$ cat config.mk
export PLATFORM = sky130hd
export DESIGN_NAME = fb_window_fetch
export DESIGN_NICKNAME = d
export VERILOG_FILES = /design/src/rtl/fbwf_pkg.sv /design/src/rtl/fbwf_burst_sel.sv /design/src/rtl/fbwf_line_ctr.sv /design/src/rtl/fbwf_addr_gen.sv /design/src/rtl/fb_window_fetch.sv
export SDC_FILE = /design/constraint.sdc
export NUM_CORES = 1
export LEC_CHECK = 0
export ABC_CLOCK_PERIOD_IN_PS = 17300
export BUFFER_PORTS_ARGS = -buffer_cell sky130_fd_sc_hd__buf_2
export CELL_PAD_IN_SITES_DETAIL_PLACEMENT = 0
export CELL_PAD_IN_SITES_GLOBAL_PLACEMENT = 1
export CORE_UTILIZATION = 35
export CTS_CLUSTER_SIZE = 28
export DETAILED_ROUTE_END_ITERATION = 8
export PLACE_DENSITY_LB_ADDON = 0.1
export SYNTH_ARGS = -nofsm -noshare
export SYNTH_HDL_FRONTEND = slang
export SYNTH_SLANG_ARGS = --single-unit
export TNS_END_PERCENT = 20
$ cat constraint.sdc
create_clock -name clk -period 17.3 [get_ports clk]
set_input_delay 0.865 -clock clk [delete_from_list [all_inputs] [get_ports clk]]
set_output_delay 0.865 -clock clk [all_outputs]
set_load 0.05 [all_outputs]
$ cat src/rtl/fbwf_pkg.sv
package fbwf_pkg;
  // Burst size classes chosen from pixel depth.
  typedef enum logic [1:0] {
    CLS_BURST4  = 2'd0,
    CLS_BURST8  = 2'd1,
    CLS_BURST16 = 2'd2
  } burst_cls_t;

  // Words per burst for each class.
  function automatic int unsigned cls_words(input burst_cls_t c);
    case (c)
      CLS_BURST4: return 4;
      CLS_BURST8: return 8;
      default:    return 16;
    endcase
  endfunction
endpackage

$ cat src/rtl/fbwf_burst_sel.sv
module fbwf_burst_sel
  import fbwf_pkg::*;
#(
  parameter int unsigned BPP_W = 6,
  parameter int unsigned LEN_W = 5
) (
  input  logic [BPP_W-1:0] depth,
  output logic [LEN_W-1:0] burst_words
);
  burst_cls_t cls;

  // Deep pixels and unknown codes share the longest burst.
  always_comb begin
    cls = CLS_BURST16;
    if (depth == BPP_W'(1))
      cls = CLS_BURST4;
    else if (depth == BPP_W'(2) || depth == BPP_W'(4) || depth == BPP_W'(8))
      cls = CLS_BURST8;
  end

  assign burst_words = LEN_W'(cls_words(cls));
endmodule

$ cat src/rtl/fbwf_line_ctr.sv
module fbwf_line_ctr #(
  parameter int unsigned WORDS_W = 12,
  parameter int unsigned LEN_W   = 5
) (
  input  logic               clk,
  input  logic               rst_n,
  input  logic               load,
  input  logic [WORDS_W-1:0] page_words,
  input  logic [LEN_W-1:0]   burst_cap,
  input  logic               advance,
  output logic [LEN_W-1:0]   len,
  output logic               line_last
);
  logic [WORDS_W-1:0] page_q;
  logic [WORDS_W-1:0] left_q;
  logic [LEN_W-1:0]   cap_q;
  logic [WORDS_W-1:0] cap_ext;

  assign cap_ext   = WORDS_W'(cap_q);
  assign line_last = (left_q <= cap_ext);
  assign len       = line_last ? LEN_W'(left_q) : cap_q;

  always_ff @(posedge clk or negedge rst_n) begin
    if (!rst_n) begin
      page_q <= '0;
      left_q <= '0;
      cap_q  <= '0;
    end else if (load) begin
      page_q <= page_words;
      left_q <= page_words;
      cap_q  <= burst_cap;
    end else if (advance) begin
      if (line_last) left_q <= page_q;
      else           left_q <= left_q - cap_ext;
    end
  end
endmodule

$ cat src/rtl/fbwf_addr_gen.sv
module fbwf_addr_gen #(
  parameter int unsigned ADDR_W = 32,
  parameter int unsigned OFS_W  = 14,
  parameter int unsigned LEN_W  = 5
) (
  input  logic              clk,
  input  logic              rst_n,
  input  logic              load,
  input  logic [ADDR_W-1:0] start_addr,
  input  logic [ADDR_W-1:0] end_addr,
  input  logic [OFS_W-1:0]  skip_bytes,
  input  logic              page_nz,
  input  logic              advance,
  input  logic [LEN_W-1:0]  len,
  input  logic              line_last,
  output logic [ADDR_W-1:0] addr,
  output logic              active
);
  localparam logic [ADDR_W-1:0] AMASK = ~ADDR_W'(3);
  localparam logic [OFS_W-1:0]  OMASK = ~OFS_W'(3);

  logic [ADDR_W-1:0] addr_q, end_q, step, line_next, start_al, end_al;
  logic [OFS_W-1:0]  skip_q;
  logic              active_q;

  assign start_al  = start_addr & AMASK;
  assign end_al    = end_addr & AMASK;
  assign step      = ADDR_W'(len) << 2;
  assign line_next = addr_q + step + ADDR_W'(skip_q);

  always_ff @(posedge clk or negedge rst_n) begin
    if (!rst_n) begin
      addr_q   <= '0;
      end_q    <= '0;
      skip_q   <= '0;
      active_q <= 1'b0;
    end else if (load) begin
      addr_q   <= start_al;
      end_q    <= end_al;
      skip_q   <= skip_bytes & OMASK;
      active_q <= page_nz && (start_al < end_al);
    end else if (advance) begin
      if (line_last) begin
        addr_q <= line_next;
        if (line_next >= end_q) active_q <= 1'b0;
      end else begin
        addr_q <= addr_q + step;
      end
    end
  end

  assign addr   = addr_q;
  assign active = active_q;
endmodule

$ cat src/rtl/fb_window_fetch.sv
module fb_window_fetch #(
  parameter int unsigned ADDR_W = 32,
  parameter int unsigned PW_W   = 14,
  parameter int unsigned OFS_W  = 14,
  parameter int unsigned BPP_W  = 6,
  parameter int unsigned LEN_W  = 5
) (
  input  logic              clk,
  input  logic              rst_n,
  input  logic              frame_start,
  input  logic [ADDR_W-1:0] cfg_start_addr,
  input  logic [ADDR_W-1:0] cfg_end_addr,
  input  logic [PW_W-1:0]   cfg_page_bytes,
  input  logic [OFS_W-1:0]  cfg_skip_bytes,
  input  logic [BPP_W-1:0]  cfg_depth,
  output logic              req_valid,
  input  logic              req_ready,
  output logic [ADDR_W-1:0] req_addr,
  output logic [LEN_W-1:0]  req_len
);
  localparam int unsigned WORDS_W = PW_W - 2;

  logic [WORDS_W-1:0] page_words;
  logic [LEN_W-1:0]   cap_words;
  logic [LEN_W-1:0]   cur_len;
  logic               line_last;
  logic               active;
  logic               advance;

  assign page_words = cfg_page_bytes[PW_W-1:2];
  // A restart wins over a handshake in the same cycle.
  assign advance    = active & req_ready & ~frame_start;

  fbwf_burst_sel #(.BPP_W(BPP_W), .LEN_W(LEN_W)) u_burst (
    .depth       (cfg_depth),
    .burst_words (cap_words)
  );

  fbwf_line_ctr #(.WORDS_W(WORDS_W), .LEN_W(LEN_W)) u_line (
    .clk        (clk),
    .rst_n      (rst_n),
    .load       (frame_start),
    .page_words (page_words),
    .burst_cap  (cap_words),
    .advance    (advance),
    .len        (cur_len),
    .line_last  (line_last)
  );

  fbwf_addr_gen #(.ADDR_W(ADDR_W), .OFS_W(OFS_W), .LEN_W(LEN_W)) u_addr (
    .clk        (clk),
    .rst_n      (rst_n),
    .load       (frame_start),
    .start_addr (cfg_start_addr),
    .end_addr   (cfg_end_addr),
    .skip_bytes (cfg_skip_bytes),
    .page_nz    (page_words != '0),
    .advance    (advance),
    .len        (cur_len),
    .line_last  (line_last),
    .addr       (req_addr),
    .active     (active)
  );

  assign req_valid = active;
  assign req_len   = cur_len;
endmodule

-- After elaboration in Yosys (flattened, before gate mapping)
Index checks and enable logic that the tools add are counted.
- register bits: 104
- input bits: 102
- output and inout port bits: 38
- word-level logic and storage cells: 44
- add/subtract/negate cells: 3
- magnitude comparators: 3
- equality and inequality tests: 5
- multiplexer cells: 14
- bitwise operators: 3
- reductions and logical operators: 9
- operators with widths (operator ; count):
    $mux 32 ; 3
    $mux 12 ; 3
    $add 32x14->32 ; 1
    $add 32x7->32 ; 1
    $ge 32x32->1 ; 1
    $lt 32x32->1 ; 1
    $le 12x5->1 ; 1
    $reduce_bool 12->1 ; 1
    $sub 12x5->12 ; 1
    $pmux 5 s2 ; 1
    $eq 6x1->1 const B ; 1
    $eq 6x2->1 const B ; 1
    $eq 6x3->1 const B ; 1
    $eq 6x4->1 const B ; 1
    $reduce_bool 2->1 ; 3
    $mux 5 ; 1
    $mux 1 ; 4
    $mux 2 ; 2
    $reduce_and 3->1 ; 1
    $and 1x1->1 ; 2
    $eq 2x1->1 const B ; 1
    $logic_not 2->1 ; 1
    $logic_or 1x1->1 ; 2
    $logic_and 1x1->1 ; 1
    $not 1->1 ; 1

-- Longest topological paths before layout
- depth after elaboration: 9
- mapped depth: 36

-- By module
From an unflattened synthesis, not the netlist that was laid out.
- cell total of the unflattened synthesis: 1027
- area, all modules: 8699.6 um^2
- by module, submodules not included (module ; times used ; cells each ; area an instance (um^2) ; sequential area each (um^2)):
    fbwf_addr_gen ; 1 ; 812 ; 6772.7 ; 1826.8
    fbwf_line_ctr ; 1 ; 194 ; 1789.2 ; 725.7
    fbwf_burst_sel ; 1 ; 15 ; 106.4 ; 0.0
    fb_window_fetch ; 1 ; 6 ; 31.3 ; 0.0

-- Worst setup path after synthesis
OpenSTA, ideal clock, no wires.
- path kind: flip-flop to flip-flop
- from: register u_line.cap_q[2]
- to: register u_addr.active_q, in the netlist u_addr.active
- setup time: 0.066 ns
- arrival time: 7.850 ns
- required time: 17.234 ns
- setup slack: 9.385 ns
- cell stages (with the launch flop): 34
- buffers on the path: 2
- clock period less this slack: 7.915 ns
- path through: dfrtp_1 -> ha_1 -> fa_1 -> nor2b_1 -> nor3_1 -> o2111a_1 -> clkbuf_1 -> clkbuf_1 -> o21ai_0 -> ha_1 -> a21oi_1 -> nand2b_1 -> nand2_1 -> and3_1 -> xor2_1 -> ha_1 -> a21o_1 -> a21oi_1 -> a21oi_1 -> a21oi_1 -> o21bai_1 -> nand2_1 -> nand2_1 -> xnor2_1 -> ha_1 -> a21o_1 -> a21o_1 -> a21oi_1 -> nor2_1 -> a2111oi_0 -> nor2_1 -> a211o_1 -> nand2_1 -> a22o_1
- cells in the longest elaborated chain, start to end: 7
- ends and longest elaborated chain (element ; RTL line ; text):
    start, declared ; fbwf_line_ctr.sv:16 ; logic [LEN_W-1:0] cap_q;
    start signal, assigned ; fbwf_line_ctr.sv:31 ; cap_q <= burst_cap;
    $le 12x5->1 ; fbwf_line_ctr.sv:20 ; assign line_last = (left_q <= cap_ext);
    $mux 5 ; fbwf_line_ctr.sv:21 ; assign len = line_last ? LEN_W'(left_q) : cap_q;
    via req_len[4] ; fb_window_fetch.sv:19 ; output logic [LEN_W-1:0] req_len
    $add 32x7->32 ; fbwf_addr_gen.sv:29 ; assign line_next = addr_q + step + ADDR_W'(skip_q);
    $add 32x14->32 ; fbwf_addr_gen.sv:29 ;
    $ge 32x32->1 ; fbwf_addr_gen.sv:45 ; if (line_next >= end_q) active_q <= 1'b0;
    $reduce_bool 2->1 (no source line) ; -- ;
    $reduce_and 3->1 (no source line) ; -- ;
    end signal, assigned ; fbwf_addr_gen.sv:41 ; active_q <= page_nz && (start_al < end_al);
    end, declared ; fbwf_addr_gen.sv:24 ; logic active_q;
The timed path passes the listed nets, and every way through them passes these cells.
A chain may end at the register's enable or synchronous reset.

-- Final worst setup path
- from: register u_line.cap_q[4]
- to: register u_addr.active_q, in the netlist u_addr.active
- cells in the longest elaborated chain, start to end: 7
- ends and longest elaborated chain (element ; RTL line):
    $le 12x5->1 ; fbwf_line_ctr.sv:20
    $mux 5 ; fbwf_line_ctr.sv:21
    $add 32x7->32 ; fbwf_addr_gen.sv:29
    $add 32x14->32 ; fbwf_addr_gen.sv:29
    $ge 32x32->1 ; fbwf_addr_gen.sv:45
    $reduce_bool 2->1 (no source line) ; --
    $reduce_and 3->1 (no source line) (*) ; --
Mark *: on every way between the ends. The rest lies on a longest branch, timed or not.

==> flow_summary.json <==
{
  "rsz0062_at_grt": "no",
  "setup_slack_ps": 8885,
  "place_ws_ps": 8955,
  "yosysSeqAreaShare": 0.3080,
  "dieArea_um2": 23830,
  "die-height_um": 154.4,
  "drv_cap": 0,
  "register_area_um2": 2502,
  "cts_tree": "done",
  "post_cts_buffers": 0,
  "clk_latency_ps": 360,
  "critPathKind": "reg2reg",
  "cp_top_family": "compound AO/OA/AOI/OAI gates",
  "grt_max_degree": 76,
  "cp.arrival_ps": 8710,
  "totalWireLength_mm": 24.06,
  "status": "finished clean",
  "cts-hold-fix-buffers": 0,
  "max_stage_delay_ps": 800,
  "synth-main-ff-cell": "dfrtp_1",
  "cp_max_fo": 15,
  "yosysWarnings": 0,
  "mostFrequentLayoutCell": "buf_2",
  "row_count": 55,
  "clockBufferDepth": 2,
  "syn_inst": 989,
  "finalMaxSlewViolations": 0,
  "die_w_um": 154.4,
  "ir_drop_v": 0.00004240,
  "synth_edf_count": 0,
  "fin_nets": 1279,
  "fin_crit_ps": 8415,
  "start_util": 0.3577,
  "synth.distinct_cells": 75,
  "area.growth.synth_to_final_pct": 14.37,
  "antenna_found_initial": 0,
  "cpMostUsedCell": "ha_1",
  "overflow": 0,
  "grt_pass1_wl_mm": 38.46,
  "clock_sink_count": 100,
  "drt-pass1-iter-count": 5,
  "cts_resized": 0,
  "tightest_slew_ps": 912.1,
  "cp_slowest_cell": "o2111a_1",
  "gp_congestion": 0.8390,
  "routed_via_density": 5.303,
  "htreeDepth": 3,
  "startpoint_type": "flop",
  "holdCritPathClass": "in2async",
  "cp_num_buf_inv": 1,
  "p_per_area_nw_per_um2": 89.90,
  "whs_ps": 459.5,
  "finalPower_mw": 0.8353,
  "multi_input_area_um2": 5116,
  "cts_root_buf": "clkbuf_16",
  "fillCellCount": 2418,
  "clkTransAtPathRegs_ps": 80,
  "wl_per_cell_um": 17.40,
  "slew_headroom": 0.3863,
  "layout_common_cells": "127 x buf_2, 106 x o21ai_0, 105 x nand2_1, 100 x dfrtp_1, 90 x inv_1",
  "setup_total_negative_slack_ps": 0,
  "ys_async_sr_fraction": 1.000,
  "num_vias": 7334,
  "setup_viol": 0,
  "required_ps": 17590,
  "netlist_area_um2": 8124,
  "drc": 0,
  "hold_viol": 0,
  "port-buffer-count": 129,
  "final_antenna_net_count": 0,
  "dp_hpwl_mm": 18.49,
  "fin_skew_ps": 14.30,
  "numCtsBuffers": 9,
  "timing.final.crit_share": 0.4864,
  "drive_gt1_frac": 0.1694,
  "syn_area_per_cell_um2": 8.214,
  "grt_pass1_vias": 6959,
  "fmax_ghz": 0.1188,
  "antenna_cells": 0,
  "crit_path_end_kind": "flop",
  "track_usage": 0.2074,
  "ys_seq_elements": 100,
  "drt_iter0_markers": 455,
  "fp.coreArea_um2": 22710,
  "p_leak_nw": 4.320,
  "ios": 140
}
-- state kept, by name (all words and copies together), names as in the netlist --
register       flops
u_line.left_q     12
u_addr.active      1
u_addr.skip_q     12
u_addr.addr       30
u_line.cap_q       3
u_line.page_q     12
u_addr.end_q      30
-- metrics by stage --
step                  util  instance area (um2)  cells
finish              0.4091                 9291   1383
detailed placement  0.3970                 9016   1367
global route        0.4091                 9291   1383
CTS                 0.4091                 9291   1383
floorplan                -                 8128    990
global placement    0.3970                 9016   1367
-- final timing paths --
check                                              startpoint                            end  slack [ps]  cells after the start
worst min-delay path                                    rst_n   u_addr.end_q[12]$_DFFE_PN0P_         460                      1
max in group asynchronous                               rst_n   u_line.left_q[7]$_DFFE_PN0P_       15580                      2
worst max register to register    u_line.cap_q[4]$_DFFE_PN0P_      u_addr.active$_DFFE_PN0P_        8890                     28
min in group clk                u_line.page_q[10]$_DFFE_PN0P_  u_line.page_q[10]$_DFFE_PN0P_         510                      1
worst max-delay path              u_line.cap_q[4]$_DFFE_PN0P_      u_addr.active$_DFFE_PN0P_        8890                     28
worst min register to register  u_line.page_q[10]$_DFFE_PN0P_  u_line.page_q[10]$_DFFE_PN0P_         510                      1
-- power breakdown --
group,internal [mW],total (mW),switching (mW),leakage (nW)
clock network,0.0995,0.201,0.101,0.135
logic,0.128,0.344,0.216,2.99
registers,0.260,0.291,0.0307,1.20
-- layer usage --
layer,track usage,vias up,share of wire
li1,-,3710,-
met1,0.3005,3448,0.51
met2,0.3229,166,0.43
met3,0.03054,10,0.046
met4,0.05045,0,0.0096
met5,0,-,0
-- cells in the mapped netlist (all sizes together) (4+ instances only) --
cell type | instances | area share
o21ai | 109 | 0.067
nor2 | 62 | 0.029
o31ai | 6 | 0.0055
nand2b | 13 | 0.010
xor2 | 17 | 0.018
nand3 | 20 | 0.012
a31oi | 4 | 0.0031
ha | 81 | 0.12
nand2 | 105 | 0.049
mux2 | 21 | 0.029
a211oi | 6 | 0.0062
buf | 11 | 0.0066
o22ai | 8 | 0.0062
a21o | 15 | 0.014
or4 | 4 | 0.0042
inv | 90 | 0.042
and3 | 12 | 0.0092
nor3 | 26 | 0.017
o21a | 8 | 0.0074
o211ai | 12 | 0.011
nor4 | 13 | 0.013
and2 | 6 | 0.0046
mux2i | 9 | 0.011
a21oi | 67 | 0.042
nor2b | 10 | 0.0077
clkbuf | 33 | 0.015
dfrtp | 100 | 0.31
and4 | 4 | 0.0043
xnor2 | 46 | 0.050
nand4 | 21 | 0.018
-- kinds of logic (layout without fill, tap and decap cells) --
| logic type | count (synthesis) | in the layout | synth area share |
|---|---|---|---|
| AO/OA/AOI/OAI | 269 | 269 | 0.1991 |
| XOR/XNOR | 63 | 63 | 0.06792 |
| adder cells (fa/ha/maj) | 84 | 84 | 0.1321 |
| buffers and inverters | 134 | 242 | 0.06345 |
| flip-flops | 100 | 100 | 0.3080 |
| multiplexers | 30 | 30 | 0.04020 |
| other | 1 | 2 | 0.0004616 |
| AND/OR/NAND/NOR | 308 | 308 | 0.1887 |
-- area by class of cell --
cell class | instances | area share
timing repair buffer | 136 | 0.07568
multi-input combinational | 756 | 0.5506
sequential | 100 | 0.2693
tap | 285 | 0.03838
clock buffer | 10 | 0.02464
inverter | 90 | 0.03636
clock inverter | 6 | 0.004982
(Power assumes the default switching activity.)
